**config.mk**
```make
export PLATFORM = sky130hd
export DESIGN_NAME = spec_tag_table
export DESIGN_NICKNAME = d
export VERILOG_FILES = /design/src/rtl/sttbl_pkg.sv /design/src/rtl/sttbl_ctrl.sv /design/src/rtl/sttbl_entry.sv /design/src/rtl/sttbl_rdport.sv /design/src/rtl/spec_tag_table.sv
export SDC_FILE = /design/constraint.sdc
export NUM_CORES = 1
export LEC_CHECK = 0
export ABC_AREA = 1
export BUFFER_PORTS_ARGS = -buffer_cell sky130_fd_sc_hd__buf_2
export CAP_MARGIN = 20
export CORE_UTILIZATION = 51
export DETAILED_ROUTE_END_ITERATION = 6
export GPL_TIMING_DRIVEN = 0
export PLACE_DENSITY = 0.86
export SLEW_MARGIN = 15
export SYNTH_ARGS = -nofsm -noshare
export SYNTH_HDL_FRONTEND = slang
export SYNTH_SLANG_ARGS = --single-unit
```
**constraint.sdc**
```tcl
create_clock -name clk -period 2.19 [get_ports clk]
set_input_delay 0.438 -clock clk [delete_from_list [all_inputs] [get_ports clk]]
set_output_delay 0.438 -clock clk [all_outputs]
set_load 0.02 [all_outputs]
```
**src/rtl/sttbl_pkg.sv**
```systemverilog
package sttbl_pkg;
    typedef enum logic [0:0] {
        ST_RUN     = 1'b0,
        ST_RESTORE = 1'b1
    } tbl_state_e;
endpackage

```
**src/rtl/sttbl_ctrl.sv**
```systemverilog
module sttbl_ctrl
    import sttbl_pkg::*;
(
    input  logic clk,
    input  logic rst_n,
    input  logic flush,
    output logic iss_ready,
    output logic restore_now
);
    tbl_state_e state_q, state_d;

    always_comb begin
        state_d = state_q;
        unique case (state_q)
            ST_RUN:     state_d = flush ? ST_RESTORE : ST_RUN;
            ST_RESTORE: state_d = flush ? ST_RESTORE : ST_RUN;
            default:    state_d = ST_RUN;
        endcase
    end

    always_ff @(posedge clk or negedge rst_n) begin
        if (!rst_n) state_q <= ST_RUN;
        else        state_q <= state_d;
    end

    always_comb begin
        iss_ready   = 1'b1;
        restore_now = 1'b0;
        unique case (state_q)
            ST_RUN:     begin iss_ready = 1'b1; restore_now = 1'b0; end
            ST_RESTORE: begin iss_ready = 1'b0; restore_now = 1'b1; end
            default:    begin iss_ready = 1'b1; restore_now = 1'b0; end
        endcase
    end


    flush_enters_restore_chk: assert property (@(posedge clk) disable iff (!rst_n)
        flush |=> (restore_now && !iss_ready));


    restore_one_cycle_chk: assert property (@(posedge clk) disable iff (!rst_n)
        (restore_now && !flush) |=> iss_ready);
endmodule

```
**src/rtl/sttbl_entry.sv**
```systemverilog
module sttbl_entry #(
    parameter int DATA_W = 16,
    parameter int TAG_W  = 3
) (
    input  logic              clk,
    input  logic              rst_n,
    input  logic              restore,
    input  logic [DATA_W-1:0] restore_val,
    input  logic              ren,
    input  logic [TAG_W-1:0]  ren_tag,
    input  logic              bc_valid,
    input  logic [TAG_W-1:0]  bc_tag,
    input  logic [DATA_W-1:0] bc_value,
    output logic              rdy_q,
    output logic [TAG_W-1:0]  tag_q,
    output logic [DATA_W-1:0] val_q,
    output logic              hit
);
    assign hit = bc_valid && !rdy_q && (tag_q == bc_tag);

    always_ff @(posedge clk or negedge rst_n) begin
        if (!rst_n) begin
            rdy_q <= 1'b1;
            tag_q <= '0;
            val_q <= '0;
        end else if (restore) begin
            rdy_q <= 1'b1;
            val_q <= restore_val;
        end else if (ren) begin
            rdy_q <= 1'b0;
            tag_q <= ren_tag;
        end else if (hit) begin
            rdy_q <= 1'b1;
            val_q <= bc_value;
        end
    end


    rename_sets_tag_chk: assert property (@(posedge clk) disable iff (!rst_n)
        (ren && !restore) |=> (!rdy_q && tag_q == $past(ren_tag)));


    match_takes_value_chk: assert property (@(posedge clk) disable iff (!rst_n)
        (bc_valid && !rdy_q && tag_q == bc_tag && !ren && !restore)
        |=> (rdy_q && val_q == $past(bc_value)));


    mismatch_keeps_wait_chk: assert property (@(posedge clk) disable iff (!rst_n)
        (!rdy_q && !(bc_valid && tag_q == bc_tag) && !ren && !restore)
        |=> (!rdy_q && $stable(tag_q)));


    rename_beats_bc_chk: assert property (@(posedge clk) disable iff (!rst_n)
        (ren && !restore && bc_valid && !rdy_q && tag_q == bc_tag) |=> !rdy_q);


    ready_ignores_bc_chk: assert property (@(posedge clk) disable iff (!rst_n)
        (rdy_q && !ren && !restore) |=> (rdy_q && $stable(val_q)));


    restore_loads_chk: assert property (@(posedge clk) disable iff (!rst_n)
        restore |=> (rdy_q && val_q == $past(restore_val)));
endmodule

```
**src/rtl/sttbl_rdport.sv**
```systemverilog
module sttbl_rdport #(
    parameter int NUM_REGS = 8,
    parameter int DATA_W   = 16,
    parameter int TAG_W    = 3,
    localparam int IDX_W   = (NUM_REGS > 1) ? $clog2(NUM_REGS) : 1
) (
    input  logic [IDX_W-1:0]                 idx,
    input  logic [NUM_REGS-1:0]              ent_rdy,
    input  logic [NUM_REGS-1:0][TAG_W-1:0]   ent_tag,
    input  logic [NUM_REGS-1:0][DATA_W-1:0]  ent_val,
    input  logic [NUM_REGS-1:0]              ent_hit,
    input  logic [DATA_W-1:0]                bc_value,
    output logic                             rdy,
    output logic [TAG_W-1:0]                 tag,
    output logic [DATA_W-1:0]                val
);
    always_comb begin
        rdy = 1'b1;
        tag = '0;
        val = '0;
        for (int i = 0; i < NUM_REGS; i++) begin
            if (idx == IDX_W'(i)) begin
                tag = ent_tag[i];
                if (ent_rdy[i]) begin
                    rdy = 1'b1;
                    val = ent_val[i];
                end else if (ent_hit[i]) begin
                    rdy = 1'b1;
                    val = bc_value;
                end else begin
                    rdy = 1'b0;
                end
            end
        end
    end
endmodule

```
**src/rtl/spec_tag_table.sv**
```systemverilog
module spec_tag_table #(
    parameter int NUM_REGS = 8,
    parameter int DATA_W   = 16,
    parameter int TAG_W    = 3,
    parameter int NUM_RD   = 2,
    localparam int IDX_W   = (NUM_REGS > 1) ? $clog2(NUM_REGS) : 1
) (
    input  logic                             clk,
    input  logic                             rst_n,
    input  logic [NUM_RD-1:0][IDX_W-1:0]     rd_idx,
    output logic [NUM_RD-1:0]                rd_ready,
    output logic [NUM_RD-1:0][TAG_W-1:0]     rd_tag,
    output logic [NUM_RD-1:0][DATA_W-1:0]    rd_value,
    input  logic                             iss_valid,
    input  logic                             iss_dst_we,
    input  logic [IDX_W-1:0]                 iss_dst_idx,
    input  logic [TAG_W-1:0]                 iss_tag,
    output logic                             iss_ready,
    input  logic                             bc_valid,
    input  logic [TAG_W-1:0]                 bc_tag,
    input  logic [DATA_W-1:0]                bc_value,
    input  logic                             flush,
    input  logic [NUM_REGS-1:0][DATA_W-1:0]  commit_vals
);
    logic                            restore_now;
    logic [NUM_REGS-1:0]             ent_rdy;
    logic [NUM_REGS-1:0][TAG_W-1:0]  ent_tag;
    logic [NUM_REGS-1:0][DATA_W-1:0] ent_val;
    logic [NUM_REGS-1:0]             ent_hit;
    logic [NUM_REGS-1:0]             ent_ren;
    logic                            iss_take;

    sttbl_ctrl u_ctrl (
        .clk         (clk),
        .rst_n       (rst_n),
        .flush       (flush),
        .iss_ready   (iss_ready),
        .restore_now (restore_now)
    );

    assign iss_take = iss_valid && iss_dst_we && iss_ready;

    for (genvar g = 0; g < NUM_REGS; g++) begin : g_ent
        assign ent_ren[g] = iss_take && (iss_dst_idx == IDX_W'(g));
        sttbl_entry #(.DATA_W(DATA_W), .TAG_W(TAG_W)) u_ent (
            .clk         (clk),
            .rst_n       (rst_n),
            .restore     (restore_now),
            .restore_val (commit_vals[g]),
            .ren         (ent_ren[g]),
            .ren_tag     (iss_tag),
            .bc_valid    (bc_valid),
            .bc_tag      (bc_tag),
            .bc_value    (bc_value),
            .rdy_q       (ent_rdy[g]),
            .tag_q       (ent_tag[g]),
            .val_q       (ent_val[g]),
            .hit         (ent_hit[g])
        );
    end

    for (genvar p = 0; p < NUM_RD; p++) begin : g_rd
        sttbl_rdport #(.NUM_REGS(NUM_REGS), .DATA_W(DATA_W), .TAG_W(TAG_W)) u_rd (
            .idx      (rd_idx[p]),
            .ent_rdy  (ent_rdy),
            .ent_tag  (ent_tag),
            .ent_val  (ent_val),
            .ent_hit  (ent_hit),
            .bc_value (bc_value),
            .rdy      (rd_ready[p]),
            .tag      (rd_tag[p]),
            .val      (rd_value[p])
        );
    end


    blocked_issue_no_rename_chk: assert property (@(posedge clk) disable iff (!rst_n)
        !iss_ready |-> (ent_ren == '0));


    bypass_read_chk: assert property (@(posedge clk) disable iff (!rst_n)
        (bc_valid && !ent_rdy[rd_idx[0]] && ent_tag[rd_idx[0]] == bc_tag)
        |-> (rd_ready[0] && rd_value[0] == bc_value));
endmodule

```
Word level (Yosys, flattened, before mapping)
Cells that the tools add are included.
{ "totals": {"ff_bits": 161, "in_bits": 165, "output_inout_bits": 41, "elab_cells": 278} }
{ "op_classes": {"eq_ne": 37, "muxes": 145, "n_bitwise": 2, "n_reduce_logical": 69} }
{ "ops": {"columns": ["cell", "count"], "rows": [
  ["16-bit two-way mux", 70],
  ["1-bit two-way mux", 57],
  ["3-bit two-way mux", 16],
  ["3-bit == test, second input constant", 12],
  ["2-bit AND reduction", 16],
  ["1-bit logical AND", 26],
  ["3-bit == test", 8],
  ["3-bit nonzero test", 8],
  ["3-bit by 2-bit == test with 1-bit output, second input constant", 6],
  ["2-bit nonzero test", 8],
  ["2-bit != test, second input constant", 7],
  ["3-bit by 1-bit == test with 1-bit output, second input constant", 3],
  ["3-bit logical NOT", 3],
  ["1-bit logical NOT", 8],
  ["1-bit case mux with 2 select lines", 2],
  ["2-bit by 1-bit != test with 1-bit output, second input constant", 1],
  ["1-bit NOT", 2]
]} }

Longest topological paths before layout
{ "logic_depth": {"depth_word": 27, "ltp_mapped": 21, "ltp_nobuf": 18} }

By module
Synthesis repeated with hierarchy kept, for this count alone.
{ "hier_totals": {"hier_cells": 2397, "area_unflattened_um2": 13927.1} }
{ "modules_own_cells": {"columns": ["mod", "n_inst", "cells_per_inst", "area_per_inst_um2", "seq_area_each_um2"], "rows": [
  ["sttbl_entry", 8, 155, 1076.0, 501.7],
  ["sttbl_rdport", 2, 567, 2597.5, 0.0],
  ["spec_tag_table", 1, 21, 95.1, 0.0],
  ["sttbl_ctrl", 1, 2, 28.8, 25.0]
]} }

Least setup slack after synthesis
No wires, ideal clock.
{ "synth_timing": {"path_kind": "reg-to-output", "start": "reg g_ent[1].u_ent.rdy_q", "end": "out rd_ready[1]", "arrival_ps": 1877, "t_required_ps": 1752, "setup_slack_ps": -125, "path_stages_with_launch": 21, "n_path_buf": 3, "path_cell_list": "dfstp_2 -> clkbuf_1 -> nor2_1 -> nand2_1 -> nor2_1 -> nand2_1 -> buf_2 -> nand3_1 -> nand3_1 -> nand2_1 -> nand2_1 -> nand2_1 -> nand2_1 -> nand2_1 -> nand2_1 -> nand2_1 -> nand2_1 -> nand2_1 -> nand2_1 -> nand2_1 -> buf_4"} }
{ "synth_between": {"elab_chain_cells": 12} }
{ "synth_rtl": {"columns": ["element", "line_no", "source"], "rows": [
  ["start: declaration", "sttbl_entry.sv:14", "output logic rdy_q,"],
  ["start signal: assignment", "sttbl_entry.sv:23", "rdy_q <= 1'b1;"],
  ["start signal: assignment", "sttbl_entry.sv:27", "rdy_q <= 1'b1;"],
  ["start signal: assignment", "sttbl_entry.sv:30", "rdy_q <= 1'b0;"],
  ["1-bit logical NOT", "sttbl_entry.sv:19", "assign hit = bc_valid && !rdy_q && (tag_q == bc_tag);"],
  ["1-bit logical AND (2 in series)", "sttbl_entry.sv:19", null],
  ["1-bit two-way mux", "sttbl_rdport.sv:27", "end else if (ent_hit[i]) begin"],
  ["1-bit two-way mux *", "sttbl_rdport.sv:24", "if (ent_rdy[i]) begin"],
  ["1-bit two-way mux * (7 in series)", "sttbl_rdport.sv:22", "if (idx == IDX_W'(i)) begin"],
  ["end: declaration", "spec_tag_table.sv:11", "output logic [NUM_RD-1:0] rd_ready,"]
]} }
Every way passes the cells marked *; elsewhere a longest branch is shown, timed or not.

==> key figures <==
GRT
  – Grt ovf: 0
  – Initial antenna violation count: 3
  – Largest net degree at the start of global routing: 104
  – Vias in the first global route: 13,500
  – First-pass GRT wire length: just under 80,000 um
  – Gr usage total: 49.3%

Synth
  – Sequential-to-total area share from yosys stat: 37.9%
  – Simple-gate area share of the yosys netlist: 32.9%
  – Post-synth top cells: nand2_1, o21ai_0, nor2_1
  – Adder-Cell Fraction of Synth Area: 0%
  – Post-synth ARST share: 100%
  – Main combinational cell family by area after synthesis: simple AND/OR/NAND/NOR gates
  – Post-synthesis mux area share: 0%
  – Syn_nets: 1,755
  – Syn avg cell area: 6.70 sq um
  – XOR/XNOR Fraction of Synth Area: less than 1%
  – Synth Area in Compound Gates: 21.0%
  – Syn. warnings: 0
  – Register bit count reported by yosys: 161
  – Synth unique cells: 40
  – EDFF count, synth: 0
  – Synth Flop Type: dfrtp_1
  – Top-count cell post-synth: nand2_1
  – Largest cells by area after synthesis: dfrtp_1, nand2_1, a31oi_1
  – Post-Syn Area: 0.0106 sq mm
  – Post-synth top area cell: dfrtp_1
  – Instance count of the mapped netlist: 1,590
  – Post-synth top area share: a little over a third

Final layout
  – Final nets: 2,083
  – Ratio of cells with drive above 1 in the final layout: between 30% and 40%
  – Multi-input logic area: 0.00693 sq mm
  – Fin util: roughly 75%
  – # fillers: 1,450
  – Area grow syn2layout: 43.7%
  – Sequential cell area: 0.00405 sq mm
  – Design Area, Final: between 0.015 and 0.02 sq mm

Floorplan
  – Die H: 146 um
  – Die X: around 150 um
  – Row count: 52
  – Initial Utilization: around 52%
  – Die area: 0.0215 sq mm
  – I/O Pins: ~210
  – Core Area: 0.0204 sq mm

Timing
  – Slew margin rel.: 30.6%
  – Count of final max-slew check failures: 0
  – Final WS setup: -1000 ps
  – RSZ-0062 raised after global routing: true
  – Final setup violation count: 43
  – Crit share post-route: 146%
  – Clk_skew: 12.0 ps
  – Worst slew pin tran: 1040 ps
  – Fmax: 313 MHz
  – Final min period: around 3200 ps
  – Hold Vio Cnt, Final: 0

Drt
  – DRC: 75
  – Met3 wire length: about 9300 um
  – Top layer in use: met5
  – DRT Pass-1 Iters: 7
  – Final wirelength: 57,300 um
  – 1st-iter DRT viols: 2,757
  – Routed len/inst: 26.0 um
  – Post-route ant nets: 0
  – Via count: 14,700
  – Via/cell ratio: 6.66
  – Metal2 WL: 23,200 um
  – M1 WL: around 19,000 um

Worst setup path
  – Crit Path Category: reg2out
  – WP data required: between 1500 and 2000 ps
  – Worst Setup End Kind: primary output
  – Crit path DAT: around 2800 ps
  – FF-to-FF setup slack: -30 ps
  – Critical Path Start Type: flop
  – Critical path fanouts, max: 4

Place
  – Routability cong.: 1.04
  – Post-Place Worst Slack: -773 ps
  – Placed Area: approximately 0.012 sq mm
  – IO Port Bufs: 201
  – HPWL after detailed placement: between 30,000 and 40,000 um

CTS
  – Reg clk slew, reported paths: 80 ps
  – CTS Buffer Depth: 2
  – H-tree depth: 4
  – Worst skew pair latency: 460 ps
  – Total CTS buffers: 17
  – Clk sinks: 161
  – Root buffer cell: clkbuf_16
  – CTS tree: yes

Min path
  – Hold Crit Class: in2reg

Status
  – Failing checks: design-rule violations, negative setup slack
  – Run status: complete, but fails checks

Pwr
  – Maximum VDD drop: 0.540 mV
  – Power per Cell Area: 693 mW/mm^2
  – Pleak: 7.19 nW

Flow run
  – Max-cap viol count: 0
-- cell families after synthesis --
logic type	Yosys count
buffers and inverters	190
DFF	161
AOI/OAI and AO/OA	382
and+or+nand+nor	853
xor gates and xnor gates	4
-- layer usage --
metal  vias up  GRT usage, %
met5         -             0
met4         2          32.9
met3       492          17.3
met2      1463          72.7
met1      6689          60.8
li1       6026             -
-- power by group --
part / leakage [nW] / switching (W) / internal, W
logic: 5.04 / 0.00217 / 0.00130
clock network: 0.308 / 0.00148 / 0.00195
registers: 1.83 / 0.000346 / 0.00334
-- layout by cell type (no fill, tap or decap), drive strengths merged, types with 2 or more instances in the layout --
cell,n
a221oi,3
nand4,42
a211oi,2
o2111ai,7
dfstp,8
a21oi,61
dfrtp,153
a31oi,128
nand2,572
inv,96
bufinv,4
buf,357
clkbuf,62
clkinvlp,7
xor2,3
nand3,64
o22ai,9
nor2,161
a2111oi,2
a31o,3
nor3,16
o21ai,164
-- flip-flops by register name, summed over array words and instances, names as in the netlist --
register / count
g_ent.u_ent.val_q: 128
g_ent.u_ent.tag_q: 24
g_ent.u_ent.rdy_q: 8
u_ctrl.state_q: 1
-- cell type report --
cell class / instances / area share [%]
Clock buffer: 18 / 2.80
Clock inverter: 14 / 1.39
Sequential cell: 161 / 26.4
Inverter: 94 / 2.58
Timing Repair Buffer: 313 / 14.9
Buffer: 89 / 4.40
Tap cell: 270 / 2.21
Multi-Input combinational cell: 1242 / 45.3
Antenna cell: 1 / 0.0164
-- repair_timing --
action | in CTS | in global routing
hold buffers | 1 | 0
hold endpoints to repair | 53 | 0
cloned | 10 | 1
setup buffers | 70 | 41
pin swaps | 83 | 75
gates resized for setup | 375 | 170
setup endpoints to repair | 157 | 123
-- stage by stage --
stage,setup TNS (ps),cells,hold slack (ps),power [W]
after floorplan,-285,1590,142,0.00506
after global placement,-321790,2061,533,0.00605
after detailed placement,-67820,2062,392,0.00610
after CTS,-19080,2168,105,0.00999
after global routing,-28780,2201,105,0.0108
final,-26510,2202,90.6,0.0106
-- worst max-delay path: stages (launching register included) --
cell     delay [ps]
dfstp_2         610
inv_2            90
nand4_1         120
buf_6           140
buf_4           170
buf_4           130
o21ai_4          50
nand2_1         100
nand4_1         260
a21oi_2         210
nand4_1         200
buf_6           200
-- path summary, 6_finish.rpt --
| path | startpoint | end | depth (start not counted) |
|---|---|---|---|
| max in group asynchronous | rst_n | g_ent[5].u_ent.val_q[11]$_DFFE_PN0P_ | 3 |
| max reg2reg | g_ent[1].u_ent.tag_q[2]$_DFFE_PN0P_ | g_ent[1].u_ent.val_q[6]$_DFFE_PN0P_ | 11 |
| min reg2reg | g_ent[1].u_ent.val_q[13]$_DFFE_PN0P_ | g_ent[1].u_ent.val_q[13]$_DFFE_PN0P_ | 2 |
| max | g_ent[3].u_ent.rdy_q$_DFFE_PN1P_ | rd_value[15] | 11 |
| min in group asynchronous | rst_n | g_ent[2].u_ent.tag_q[0]$_DFFE_PN0P_ | 2 |
| min | flush | u_ctrl.state_q$_DFF_PN0_ | 1 |
Note: power is estimated with default switching activity, not from simulation.
